**src/rtl/pccard_pkg.sv**
```systemverilog
package pccard_pkg;

    typedef enum logic [1:0] {
        SPC_IO     = 2'b00,
        SPC_ATTR   = 2'b01,
        SPC_COMMON = 2'b10
    } space_e;

    typedef enum logic [1:0] {
        RGN_IO     = 2'b00,
        RGN_GAP    = 2'b01,
        RGN_ATTR   = 2'b10,
        RGN_COMMON = 2'b11
    } region_e;

    typedef enum logic [1:0] {
        ACC_IDLE = 2'b00,
        ACC_CARD = 2'b01,
        ACC_DONE = 2'b10
    } acc_st_e;

    typedef struct packed {
        logic   gap;
        space_e space;
    } route_t;

    function automatic route_t region_route(input region_e rgn);
        route_t r;
        r.gap   = 1'b0;
        r.space = SPC_IO;
        case (rgn)
            RGN_IO:     r.space = SPC_IO;
            RGN_ATTR:   r.space = SPC_ATTR;
            RGN_COMMON: r.space = SPC_COMMON;
            default:    r.gap   = 1'b1;
        endcase
        return r;
    endfunction

endpackage

```
**src/rtl/pccard_decode.sv**
```systemverilog
module pccard_decode
    import pccard_pkg::*;
#(
    parameter int ADDR_W = 28
) (
    input  logic [ADDR_W-1:0] addr_i,
    output route_t            route_o,
    output logic [ADDR_W-3:0] offs_o
);
    localparam int OFFS_W = ADDR_W - 2;

    region_e rgn;

    always_comb begin
        rgn     = region_e'(addr_i[ADDR_W-1 -: 2]);
        route_o = region_route(rgn);
        offs_o  = addr_i[OFFS_W-1:0];
    end

endmodule

```
**src/rtl/pccard_presence.sv**
```systemverilog
module pccard_presence (
    input  logic clk,
    input  logic rst,
    input  logic ins_i,
    input  logic ejt_i,
    output logic occ_o,
    output logic cdet_o,
    output logic err_exists_o,
    output logic err_noent_o
);

    always_ff @(posedge clk) begin
        if (rst) begin
            occ_o        <= 1'b0;
            cdet_o       <= 1'b0;
            err_exists_o <= 1'b0;
            err_noent_o  <= 1'b0;
        end else begin
            err_exists_o <= 1'b0;
            err_noent_o  <= 1'b0;
            if (ejt_i) begin
                if (occ_o) begin
                    occ_o  <= 1'b0;
                    cdet_o <= 1'b0;
                end else begin
                    err_noent_o <= 1'b1;
                end
            end else if (ins_i) begin
                if (occ_o) begin
                    err_exists_o <= 1'b1;
                end else begin
                    occ_o  <= 1'b1;
                    cdet_o <= 1'b1;
                end
            end
        end
    end


    insert_ok_chk: assert property (@(posedge clk) disable iff (rst)
        (ins_i && !ejt_i && !occ_o) |=> (occ_o && cdet_o && !err_exists_o));


    exists_refuse_chk: assert property (@(posedge clk) disable iff (rst)
        (ins_i && !ejt_i && occ_o) |=> (err_exists_o && occ_o && $stable(cdet_o)));


    noent_refuse_chk: assert property (@(posedge clk) disable iff (rst)
        (ejt_i && !occ_o) |=> (err_noent_o && !occ_o));


    eject_ok_chk: assert property (@(posedge clk) disable iff (rst)
        (ejt_i && occ_o) |=> (!occ_o && !cdet_o && !err_noent_o));


    eject_wins_chk: assert property (@(posedge clk) disable iff (rst)
        (ins_i && ejt_i) |=> !err_exists_o);

endmodule

```
**src/rtl/pccard_access.sv**
```systemverilog
module pccard_access
    import pccard_pkg::*;
#(
    parameter int ADDR_W = 28,
    parameter int DATA_W = 32
) (
    input  logic              clk,
    input  logic              rst,
    input  logic              req_i,
    input  logic              we_i,
    input  logic [1:0]        size_i,
    input  logic [DATA_W-1:0] wdata_i,
    input  route_t            route_i,
    input  logic [ADDR_W-3:0] offs_i,
    input  logic              occ_i,
    output logic              rdy_o,
    output logic [DATA_W-1:0] rdata_o,
    output logic              err_o,
    output logic              crd_valid_o,
    input  logic              crd_ready_i,
    input  logic [DATA_W-1:0] crd_rdata_i,
    output logic              crd_we_o,
    output space_e            crd_space_o,
    output logic [ADDR_W-3:0] crd_offs_o,
    output logic [1:0]        crd_size_o,
    output logic [DATA_W-1:0] crd_wdata_o
);

    acc_st_e st;

    always_ff @(posedge clk) begin
        if (rst) begin
            st          <= ACC_IDLE;
            rdata_o     <= '0;
            err_o       <= 1'b0;
            crd_we_o    <= 1'b0;
            crd_space_o <= SPC_IO;
            crd_offs_o  <= '0;
            crd_size_o  <= '0;
            crd_wdata_o <= '0;
        end else begin
            case (st)
                ACC_IDLE: begin
                    if (req_i) begin
                        rdata_o <= '0;
                        if (route_i.gap || !occ_i) begin
                            err_o <= route_i.gap;
                            st    <= ACC_DONE;
                        end else begin
                            err_o       <= 1'b0;
                            crd_we_o    <= we_i;
                            crd_space_o <= route_i.space;
                            crd_offs_o  <= offs_i;
                            crd_size_o  <= size_i;
                            crd_wdata_o <= wdata_i;
                            st          <= ACC_CARD;
                        end
                    end
                end
                ACC_CARD: begin
                    if (!occ_i) begin
                        rdata_o <= '0;
                        st      <= ACC_DONE;
                    end else if (crd_ready_i) begin
                        rdata_o <= crd_we_o ? '0 : crd_rdata_i;
                        st      <= ACC_DONE;
                    end
                end
                default: st <= ACC_IDLE;
            endcase
        end
    end

    assign rdy_o       = (st == ACC_DONE);
    assign crd_valid_o = (st == ACC_CARD) && occ_i;


    gap_resp_chk: assert property (@(posedge clk) disable iff (rst)
        (st == ACC_IDLE && req_i && route_i.gap) |=> (rdy_o && err_o && rdata_o == '0 && !crd_valid_o));


    empty_gate_chk: assert property (@(posedge clk) disable iff (rst)
        (st == ACC_IDLE && req_i && !route_i.gap && !occ_i) |=> (rdy_o && !err_o && rdata_o == '0 && !crd_valid_o));


    hold_fields_chk: assert property (@(posedge clk) disable iff (rst)
        (crd_valid_o && !crd_ready_i) |=> ($stable(crd_offs_o) && $stable(crd_space_o) && $stable(crd_wdata_o)));


    rdy_pulse_chk: assert property (@(posedge clk) disable iff (rst)
        rdy_o |=> !rdy_o);


    abort_resp_chk: assert property (@(posedge clk) disable iff (rst)
        (st == ACC_CARD && !occ_i) |=> (rdy_o && !err_o && rdata_o == '0));

endmodule

```
**src/rtl/pccard_bridge.sv**
```systemverilog
module pccard_bridge
    import pccard_pkg::*;
#(
    parameter int ADDR_W = 28,
    parameter int DATA_W = 32
) (
    input  logic              clk,
    input  logic              rst,
    input  logic              hst_req,
    input  logic              hst_we,
    input  logic [1:0]        hst_size,
    input  logic [ADDR_W-1:0] hst_addr,
    input  logic [DATA_W-1:0] hst_wdata,
    output logic              hst_rdy,
    output logic [DATA_W-1:0] hst_rdata,
    output logic              hst_err,
    output logic              crd_valid,
    input  logic              crd_ready,
    output logic              crd_we,
    output logic [1:0]        crd_space,
    output logic [ADDR_W-3:0] crd_offs,
    output logic [1:0]        crd_size,
    output logic [DATA_W-1:0] crd_wdata,
    input  logic [DATA_W-1:0] crd_rdata,
    input  logic              crd_irq,
    input  logic              ins_evt,
    input  logic              ejt_evt,
    output logic              occupied,
    output logic              host_irq,
    output logic              cdet_irq,
    output logic              err_exists,
    output logic              err_noent
);

    route_t            route;
    logic [ADDR_W-3:0] offs;
    space_e            space_q;

    pccard_decode #(.ADDR_W(ADDR_W)) u_dec (
        .addr_i  (hst_addr),
        .route_o (route),
        .offs_o  (offs)
    );

    pccard_presence u_pres (
        .clk          (clk),
        .rst          (rst),
        .ins_i        (ins_evt),
        .ejt_i        (ejt_evt),
        .occ_o        (occupied),
        .cdet_o       (cdet_irq),
        .err_exists_o (err_exists),
        .err_noent_o  (err_noent)
    );

    pccard_access #(.ADDR_W(ADDR_W), .DATA_W(DATA_W)) u_acc (
        .clk         (clk),
        .rst         (rst),
        .req_i       (hst_req),
        .we_i        (hst_we),
        .size_i      (hst_size),
        .wdata_i     (hst_wdata),
        .route_i     (route),
        .offs_i      (offs),
        .occ_i       (occupied),
        .rdy_o       (hst_rdy),
        .rdata_o     (hst_rdata),
        .err_o       (hst_err),
        .crd_valid_o (crd_valid),
        .crd_ready_i (crd_ready),
        .crd_rdata_i (crd_rdata),
        .crd_we_o    (crd_we),
        .crd_space_o (space_q),
        .crd_offs_o  (crd_offs),
        .crd_size_o  (crd_size),
        .crd_wdata_o (crd_wdata)
    );

    assign crd_space = space_q;
    assign host_irq  = crd_irq & occupied;


    space_legal_chk: assert property (@(posedge clk) disable iff (rst)
        crd_valid |-> (crd_space != 2'b11));


    irq_drop_chk: assert property (@(posedge clk) disable iff (rst)
        (ejt_evt && occupied) |=> (!host_irq && !cdet_irq));


    valid_gone_chk: assert property (@(posedge clk) disable iff (rst)
        !occupied |-> !crd_valid);

endmodule

```
**config.mk**
```make
export PLATFORM = sky130hd
export DESIGN_NAME = pccard_bridge
export DESIGN_NICKNAME = d
export VERILOG_FILES = /design/src/rtl/pccard_pkg.sv /design/src/rtl/pccard_decode.sv /design/src/rtl/pccard_presence.sv /design/src/rtl/pccard_access.sv /design/src/rtl/pccard_bridge.sv
export SDC_FILE = /design/constraint.sdc
export NUM_CORES = 1
export LEC_CHECK = 0
export BUFFER_PORTS_ARGS = -buffer_cell sky130_fd_sc_hd__buf_2
export CORE_AREA = 2 2 95 166
export DETAILED_ROUTE_END_ITERATION = 10
export DIE_AREA = 0 0 97 168
export PLACE_DENSITY = 0.62
export SYNTH_ARGS = -nofsm -noshare
export SYNTH_HDL_FRONTEND = slang
export SYNTH_SLANG_ARGS = --single-unit
```
**constraint.sdc**
```tcl
create_clock -name clk -period 1.4 [get_ports clk]
set_input_delay 0.14 -clock clk [delete_from_list [all_inputs] [get_ports clk]]
set_output_delay 0.14 -clock clk [all_outputs]
set_load 0.02 [all_outputs]
```
== Word level (Yosys, flattened, before mapping) ==
Index checks and enable logic that the tools add are counted.
Cells by class
  bitwise gates (word level): 4
  multiplexer cells: 19
  equal/unequal tests: 8
  reduce and logical (&&, ||, !) cells: 16
Operators with widths (number)
  $mux W32: 4
  $pmux W32 S2: 1
  $reduce_and A3 Y1: 3
  $mux W1: 8
  $mux W2: 4
  $pmux W2 S2: 2
  $eq A2 B2 Y1 const B: 3
  $reduce_or A3 Y1: 2
  $logic_not A2 Y1: 2
  $ne A2 B2 Y1 const B: 2
  $reduce_and A2 Y1: 2
  $reduce_bool A2 Y1: 2
  $reduce_or A2 Y1: 2
  $ne A3 B3 Y1 const B: 1
  $not A1 Y1: 3
  $eq A2 B1 Y1 const B: 1
  $ne A2 B1 Y1 const B: 1
  $and A1 B1 Y1: 1
  $logic_and A1 B1 Y1: 1
  $logic_not A1 Y1: 1
  $logic_or A1 B1 Y1: 1
Word-level totals
  output and inout bits: 103
  input bits: 102
  logic and storage cells: 59
  register bits after elaboration: 102

== Depth between registers and ports, before layout ==
Gate-level depths: netlist (run 1).
  depth in word-level cells: 7
  mapped depth: 6
  mapped depth without buffers: 3

== Cells and area by module ==
A second synthesis (run 1) with hierarchy kept.
Unflattened totals
  cells, all modules: 477
  area total of the unflattened synthesis: 4764.6 µm²
Modules (own cells, without submodules)
  pccard_access: times used 1, cells each 435, area each 4408.0 µm², seq. area each 1961.9 µm²
  pccard_decode: times used 1, cells each 29, area each 217.7 µm², seq. area each 0.0 µm²
  pccard_presence: times used 1, cells each 12, area each 132.6 µm², seq. area each 80.1 µm²
  pccard_bridge: times used 1, cells each 1, area each 6.3 µm², seq. area each 0.0 µm²

== Worst setup path after synthesis (run 1) ==
OpenSTA, ideal clock, no wires.
  path type: register -> register
  start point: register u_pres.occ_o
  end point: register u_acc.crd_offs_o[25]
  arrival time: 1444 ps
  period minus slack after synthesis: 1514 ps
  stages on the path, launching flop included: 7
  path slack: -114 ps
  required time: 1329 ps
  library setup time: 71 ps
  buffers on the path: 3
  cell sequence: dfxtp_1 > buf_2 > nor2b_1 > buf_2 > buf_1 > nand4_1 > a21oi_1
Between the ends
  longest elaborated chain between the ends: 4
Ends and longest elaborated chain
  from (decl): RTL line pccard_presence.sv:6  | output logic occ_o,
  from (signal assigned): RTL line pccard_presence.sv:14  | occ_o <= 1'b0;
  from (signal assigned): RTL line pccard_presence.sv:23  | occ_o <= 1'b0;
  from (signal assigned): RTL line pccard_presence.sv:32  | occ_o <= 1'b1;
  $logic_not A1 Y1
  $logic_or A1 B1 Y1: RTL line pccard_access.sv:46  | if (route_i.gap || !occ_i) begin
  $not A1 Y1 (no line)
  $reduce_and A3 Y1 (no line)
  to (signal assigned): RTL line pccard_access.sv:53  | crd_offs_o <= offs_i;
  to (decl): RTL line pccard_access.sv:24  | output logic [ADDR_W-3:0] crd_offs_o,
No other way between the ends.
A chain may end at the register's enable or synchronous reset.

== Worst setup path after layout (run 1) ==
  start point: register u_pres.occ_o
  end point: output port host_irq
Between the ends
  longest elaborated chain between the ends: 1
Ends and longest elaborated chain
  $and A1 B1 Y1: RTL line pccard_bridge.sv:80  | assign host_irq = crd_irq & occupied;
  to (decl): RTL line pccard_bridge.sv:29  | output logic host_irq,
No other way between the ends.

==> metrics.md, run 1 <==
| Metric | Value |
|---|---|
| Sw Ratio | `25.6%` |
| Synth Net Count | `582` |
| First-pass GRT wire length | `22700 um` |
| Post-synthesis cell type count | `27` |
| R2R setup slack | `40 ps` |
| Commonest non-fill, non-tap cell in the layout | `buf_2` |
| Max Root-Sink Buffers | `2` |
| Post-route ant nets | `0` |
| All-Layer GR Usage | `16.9%` |
| Vias per cell | `5.19` |
| Reg-to-reg startpoint | `u_pres.occ_o` |
| Initial antenna violation count | `0` |
| Setup tns final | `0 ps` |
| Initial DRT Pass Iterations | `4` |
| Post-route cell area | `6270 sq um` |
| Hold path startpoint | `hst_addr[18]` |
| Hold Crit Class | `in2reg` |
| Seq/Total Area, Yosys | `46.4%` |
| Clk root buf | `clkbuf_16` |
| Syn. warnings | `0` |
| Vias | `4444` |
| Initial core utilization | `29.1%` |
| Final core area utilization | `41.6%` |
| Core area | `15100 sq um` |
| Nets | `767` |
| Max FO, Critical Path | `4` |
| PortBufs | `204` |
| Largest cells by area after synthesis | `dfxtp_1 (46%), o31ai_1 (11%), nand4_1 (8.8%)` |
| IO Pins | `205` |
| Total Wirelength | `14500 um` |
| CTS Sinks | `102` |
| Die boundary height | `168 um` |
| Worst Path Arrival | `1230 ps` |
| Crit path from | `u_pres.occ_o` |
| Layout cells sized above 1 | `40.4%` |
| Multi-input logic area | `2120 sq um` |
| RSZ-0062 raised after global routing | `true` |
| DRT iter0 DRCs | `231` |
| Area Overhead vs Synth | `42.6%` |
| DRC violations left | `0` |
| Max-cap viol count | `0` |
| P_int | `4.69 mW` |
| Total die area | `16300 sq um` |
| Clk pwr share | `39.5%` |
| Cells after synthesis | `480` |
| Placed Area | `5740 sq um` |
| Final hold violation count | `0` |
| Site Rows | `60` |
| H-tree depth | `3` |
| Mapped Area | `4400 sq um` |
| Worst hold slack | `44.5 ps` |
| Static Leak | `2.63 nW` |
| Largest net degree at the start of global routing | `61` |
| Most frequent cells in the layout | `buf_2 (203), dfxtp_1 (99), a21oi_1 (65)` |
| Logic gate share of total power | `13.5%` |
| Status | `completed` |
| GRT Residual Overflow | `0` |
| Clock skew | `13.4 ps` |
| Flop pwr share | `47.0%` |
| Placer Congestion | `0.746` |
| Clock latency on the worst-skew pair | `340 ps` |
| CP endpoint kind | `output pin` |
| Max-slew headroom | `75.0%` |
| Critical Path Start Type | `flop` |
| Synth Register Bits | `102` |
| Avg WL per Cell | `17.0 um` |
| Slew Viols, Final | `0` |
| Max frequency | `0.731 GHz` |
| TritonCTS Buffers | `9` |
| Avg Inst Size Synth | `9.16 sq um` |
| Final Cycle Share | `97.7%` |
| Register area | `2050 sq um` |
| Largest area contributor in the netlist | `dfxtp_1` |
| FILL cells | `1538` |
| Ant diodes | `0` |
| Crit path to | `host_irq` |
| Clk slew on worst S/H paths | `80 ps` |
| Maximum VDD drop | `0.553 mV` |
| P_sw | `1.62 mW` |
| R2R cell count | `5` |
| Final setup fails | `0` |
| Vias in the first global route | `4387` |
| Area share of the largest cell type after synthesis | `46.4%` |
| CTS tree | `yes` |
| Actual slew at the worst max-slew pin | `374 ps` |
| R2r endpoint | `u_acc.rdata_o[9]` |
| Die Width | `97 um` |
| DPL Wire Length | `9320 um` |
| Final min period | `1370 ps` |
| CP Class | `reg2out` |
| CP required | `1260 ps` |
| PwrDens | `1010 nW/um^2` |
-- flip-flops by register name (all words and copies together) (netlist names), 2 cells and up --
| name | count |
|---|---|
| u_acc.crd_wdata_o | 32 |
| u_acc.crd_size_o | 2 |
| u_acc.crd_space_o | 2 |
| u_acc.rdata_o | 32 |
| u_acc.st | 2 |
| u_acc.crd_offs_o | 26 |
-- area by class of cell --
cell class              instances  area share [%]
well taps                     186            3.71
inverters                       1          0.0599
multi-input cells             313            33.8
clock buffers                  11            3.71
flip-flops and latches        102            32.7
repair buffers                238            25.0
clock inverters                 5           0.958
-- worst max-delay path: stages (launching register included) --
cell and delay [ps]:
dfxtp_4 360, buf_8 130, buf_4 140, and2_1 130
buf_2 150
-- stage by stage --
| step | std cells | power, mW | setup WS (ps) |
|---|---|---|---|
| floorplan | 480 | 3.45 | 1.76 |
| global placement | 826 | 3.82 | 82.0 |
| detailed placement | 826 | 3.82 | 4.51 |
| CTS | 850 | 6.37 | 7.03 |
| global route | 856 | 6.58 | -46.0 |
| finish | 856 | 6.31 | 32.0 |
-- how the worst min path moves through the flow --
stage                           end  slack (ps)  cells after the start
6_report       u_acc.crd_offs_o[18]          40                      3
4_1_cts        u_acc.crd_offs_o[19]          30                      3
2_1_floorplan          u_pres.occ_o         210                      1
3_5_place_dp           u_pres.occ_o         360                      2
5_1_grt        u_acc.crd_offs_o[16]          30                      3
3_3_place_gp           u_pres.occ_o         360                      2
-- what timing repair did --
action / CTS / global route
gates resized for setup: 6 / 14
endpoints found under the setup margin: 1 / 42
buffers inserted: 6 / 3
gates cloned: 1 / 3
pin swaps: 0 / 1
endpoints found under the hold margin: 1 / 0
hold buffers: 1 / 0
-- power by group through the flow --
stage	clock, mW	sequential (mW)	combinational, mW
CTS	2.60	2.97	0.799
global route	2.70	2.97	0.910
floorplan	0	3.08	0.371
global placement	0	3.04	0.782
detailed placement	0	3.04	0.784
finish	2.49	2.97	0.850
-- synth_stat cells --
cell / instances
o31ai_1: 63
buf_8: 3
a311oi_4: 1
mux2i_1: 32
dfxtp_1: 102
nand4_1: 62
buf_2: 16
or3_1: 1
and2_1: 1
nor2_2: 1
nand3_1: 32
and3b_1: 1
and2b_1: 2
clkbuf_1: 29
nand4b_1: 1
inv_1: 1
nand2_1: 1
a21oi_1: 65
nor2_1: 2
o21ai_0: 1
a32o_1: 1
nor2b_1: 4
o21bai_1: 1
nor3_1: 3
nand2b_1: 36
buf_1: 16
nor3b_1: 2
-- cells by family (layout without fill, tap and decap cells) --
family                 Yosys count  after routing  share of synthesized area, %
muxes                           32             32                          7.28
DFF                            102            102                          46.4
buffers and inverters           65            255                          6.77
and+or+nand+nor                149            149                          20.3
AOI/OAI and AO/OA              132            132                          19.3
-- layer usage --
metal,routed length [um],up-vias,global-route usage (%)
li1,-,2158,-
met1,5960,2103,19.8
met2,7360,155,29.7
met3,735,28,3.45
met4,467,0,7.47
met5,0,-,0
Power figures use the tool's default switching activity.
==> run 2: changes to the inputs <==
- RECOVER_POWER: unset -> 100
==> metrics.md, run 2 (same netlist as run 1, synthesis figures left out) <==
| Metric | Value |
|---|---|
| Post-route ant nets | `0 (unchanged)` |
| R2R setup slack | `40 ps (about the same)` |
| Final core area utilization | `40.7% (-0.85 points)` |
| Clk slew on worst S/H paths | `80 ps (about the same)` |
| Hold Crit Class | `in2reg` |
| Final Cycle Share | `97.3% (-0.43 points)` |
| Actual slew at the worst max-slew pin | `374 ps (+0.119 ps)` |
| First-pass GRT wire length | `22700 um (unchanged)` |
| Max Root-Sink Buffers | `2 (unchanged)` |
| All-Layer GR Usage | `16.9% (unchanged)` |
| Clock skew | `13.5 ps (+0.0651 ps)` |
| Maximum VDD drop | `0.552 mV (about the same)` |
| PwrDens | `1030 nW/um^2 (+2.0%)` |
| RSZ-0062 raised after global routing | `true` |
| Critical path's top delay family | `buffers and inverters` |
| Total die area | `16300 sq um (unchanged)` |
| CP Class | `reg2out` |
| Final hold violation count | `0 (unchanged)` |
| CP endpoint kind | `output pin` |
| Final Power | `6.30 mW (-0.11%)` |
| Worst Path Arrival | `1220 ps (about the same)` |
| Vias in the first global route | `4387 (unchanged)` |
| FILL cells | `1592 (+3.5%)` |
| Total Wirelength | `14600 um (+0.27%)` |
| Site Rows | `60 (unchanged)` |
| Max incr delay on CP | `350 ps (about the same)` |
| Max FO, Critical Path | `4 (unchanged)` |
| DRT iter0 DRCs | `213 (-7.8%)` |
| Initial DRT Pass Iterations | `4 (unchanged)` |
| Final min period | `1360 ps (-6.02 ps)` |
| Placer Congestion | `0.746 (unchanged)` |
| Layout cells sized above 1 | `25.4% (-15 points)` |
| Max-slew headroom | `75.0% (about the same)` |
| H-tree depth | `3 (unchanged)` |
| Crit path cell chain | `buf_8, buf_4, and2_1, buf_2` |
| Status | `completed` |
| Post-route insts no fill | `856 (unchanged)` |
| Die Width | `97 um (unchanged)` |
| Final setup fails | `0 (unchanged)` |
| DPL Wire Length | `9320 um (unchanged)` |
| PortBufs | `204 (unchanged)` |
| Max-cap viol count | `0 (unchanged)` |
| Clock latency on the worst-skew pair | `340 ps (about the same)` |
| Clk root buf | `clkbuf_16` |
| Vias per cell | `5.23 (+0.72%)` |
| Slew Viols, Final | `0 (unchanged)` |
| Placed insts | `826 (unchanged)` |
| Max frequency | `0.734 GHz (+0.44%)` |
| Ant diodes | `0 (unchanged)` |
| Initial antenna violation count | `0 (unchanged)` |
| Vias | `4476 (+0.72%)` |
| Die boundary height | `168 um (unchanged)` |
| Initial core utilization | `29.1% (unchanged)` |
| IO Pins | `205 (unchanged)` |
| Final WS setup | `38.1 ps (+6.02 ps)` |
| TritonCTS Buffers | `9 (unchanged)` |
| Static Leak | `2.19 nW (-17%)` |
| Pre-CTS WS | `4.51 ps (unchanged)` |
| Critical Path Start Type | `flop` |
| Largest registers | `u_acc.crd_wdata_o x32, u_acc.rdata_o x32, u_acc.crd_offs_o x26` |
| GRT Residual Overflow | `0 (unchanged)` |
| Area Overhead vs Synth | `39.7%` |
| Core area | `15100 sq um (unchanged)` |
| CTS tree | `yes` |
| Worst Path Buf+Inv | `3 (unchanged)` |
| CP required | `1260 ps (about the same)` |
| CTS Sinks | `102 (unchanged)` |
| Nets | `767 (unchanged)` |
| Most frequent cells in the layout | `clkbuf_1 (103), buf_2 (103), dfxtp_1 (99)` |
| DRC violations left | `0 (unchanged)` |
| Slowest CP cell | `dfxtp_4` |
| Avg WL per Cell | `17.0 um (+0.27%)` |
| Largest net degree at the start of global routing | `61 (unchanged)` |
| Setup tns final | `0 ps (unchanged)` |
## run 2: cell types whose count changed in the layout (fill, tap and decap cells not counted), sizes merged
cell,change
clkbuf,+101
buf,-101
## run 2: final cells by class
| cell class | instances | area, sq um | area share, % |
|---|---|---|---|
| clock inverter | 5 | 60.1 | 0.978 |
| timing repair buffer | 238 | 1440 | 23.4 |
| multi-input combinational | 313 | 2120 | 34.5 |
| clock buffer | 11 | 233 | 3.79 |
| sequential | 102 | 2050 | 33.4 |
| inverter | 1 | 3.75 | 0.0611 |
| tap | 186 | 233 | 3.79 |
## run 2: worst reg2reg max path, cell delays in order (launching register included)
cell and delay [ps]:
dfxtp_4 350, buf_8 120, a311oi_4 290, buf_6 190, clkbuf_16 170, mux2i_1 180
## run 2: what timing repair did
action | 4_1_cts | 5_1_grt
gates resized for setup | 6 | 14
hold buffers | 1 | 0
pin swaps | 0 | 1
endpoints found under the setup margin | 1 | 42
setup buffers | 6 | 3
gates cloned | 1 | 3
hold endpoints to repair | 1 | 0
## run 2: path summary, 6_finish.rpt
kind / cells past startpoint / from / to
hold / removal: 3 / hst_addr[15] / u_acc.crd_offs_o[15]
setup / recovery: 4 / u_pres.occ_o / host_irq
hold reg to reg: 2 / u_acc.crd_wdata_o[24] / u_acc.crd_wdata_o[24]
setup reg to reg: 5 / u_pres.occ_o / u_acc.rdata_o[9]
## run 2: metal layers
| metal | up-vias | routed length [um] | part of all wire [%] | track usage [%] |
|---|---|---|---|---|
| met1 | 2120 | 5920 | 41 | 19.8 |
| met5 | - | 0 | 0 | 0 |
| met3 | 28 | 794 | 5.5 | 3.45 |
| met4 | 0 | 467 | 3.2 | 7.47 |
| met2 | 168 | 7380 | 51 | 29.7 |
| li1 | 2160 | - | - | - |
## run 2: power breakdown
| part | leakage (nW) | internal, mW | switching, mW |
|---|---|---|---|
| Clock | 0.128 | 1.39 | 1.11 |
| Sequential | 0.826 | 2.94 | 0.0279 |
| Combinational | 1.24 | 0.353 | 0.486 |
## run 2: metrics by stage
step                      instance area (sq um)  hold WS, ps
after detailed placement                   5740          363
after CTS                                  6130         28.4
after global placement                     5740          365
after global routing                       6140         34.6
final                                      6140         44.1
after floorplan                            4400          212
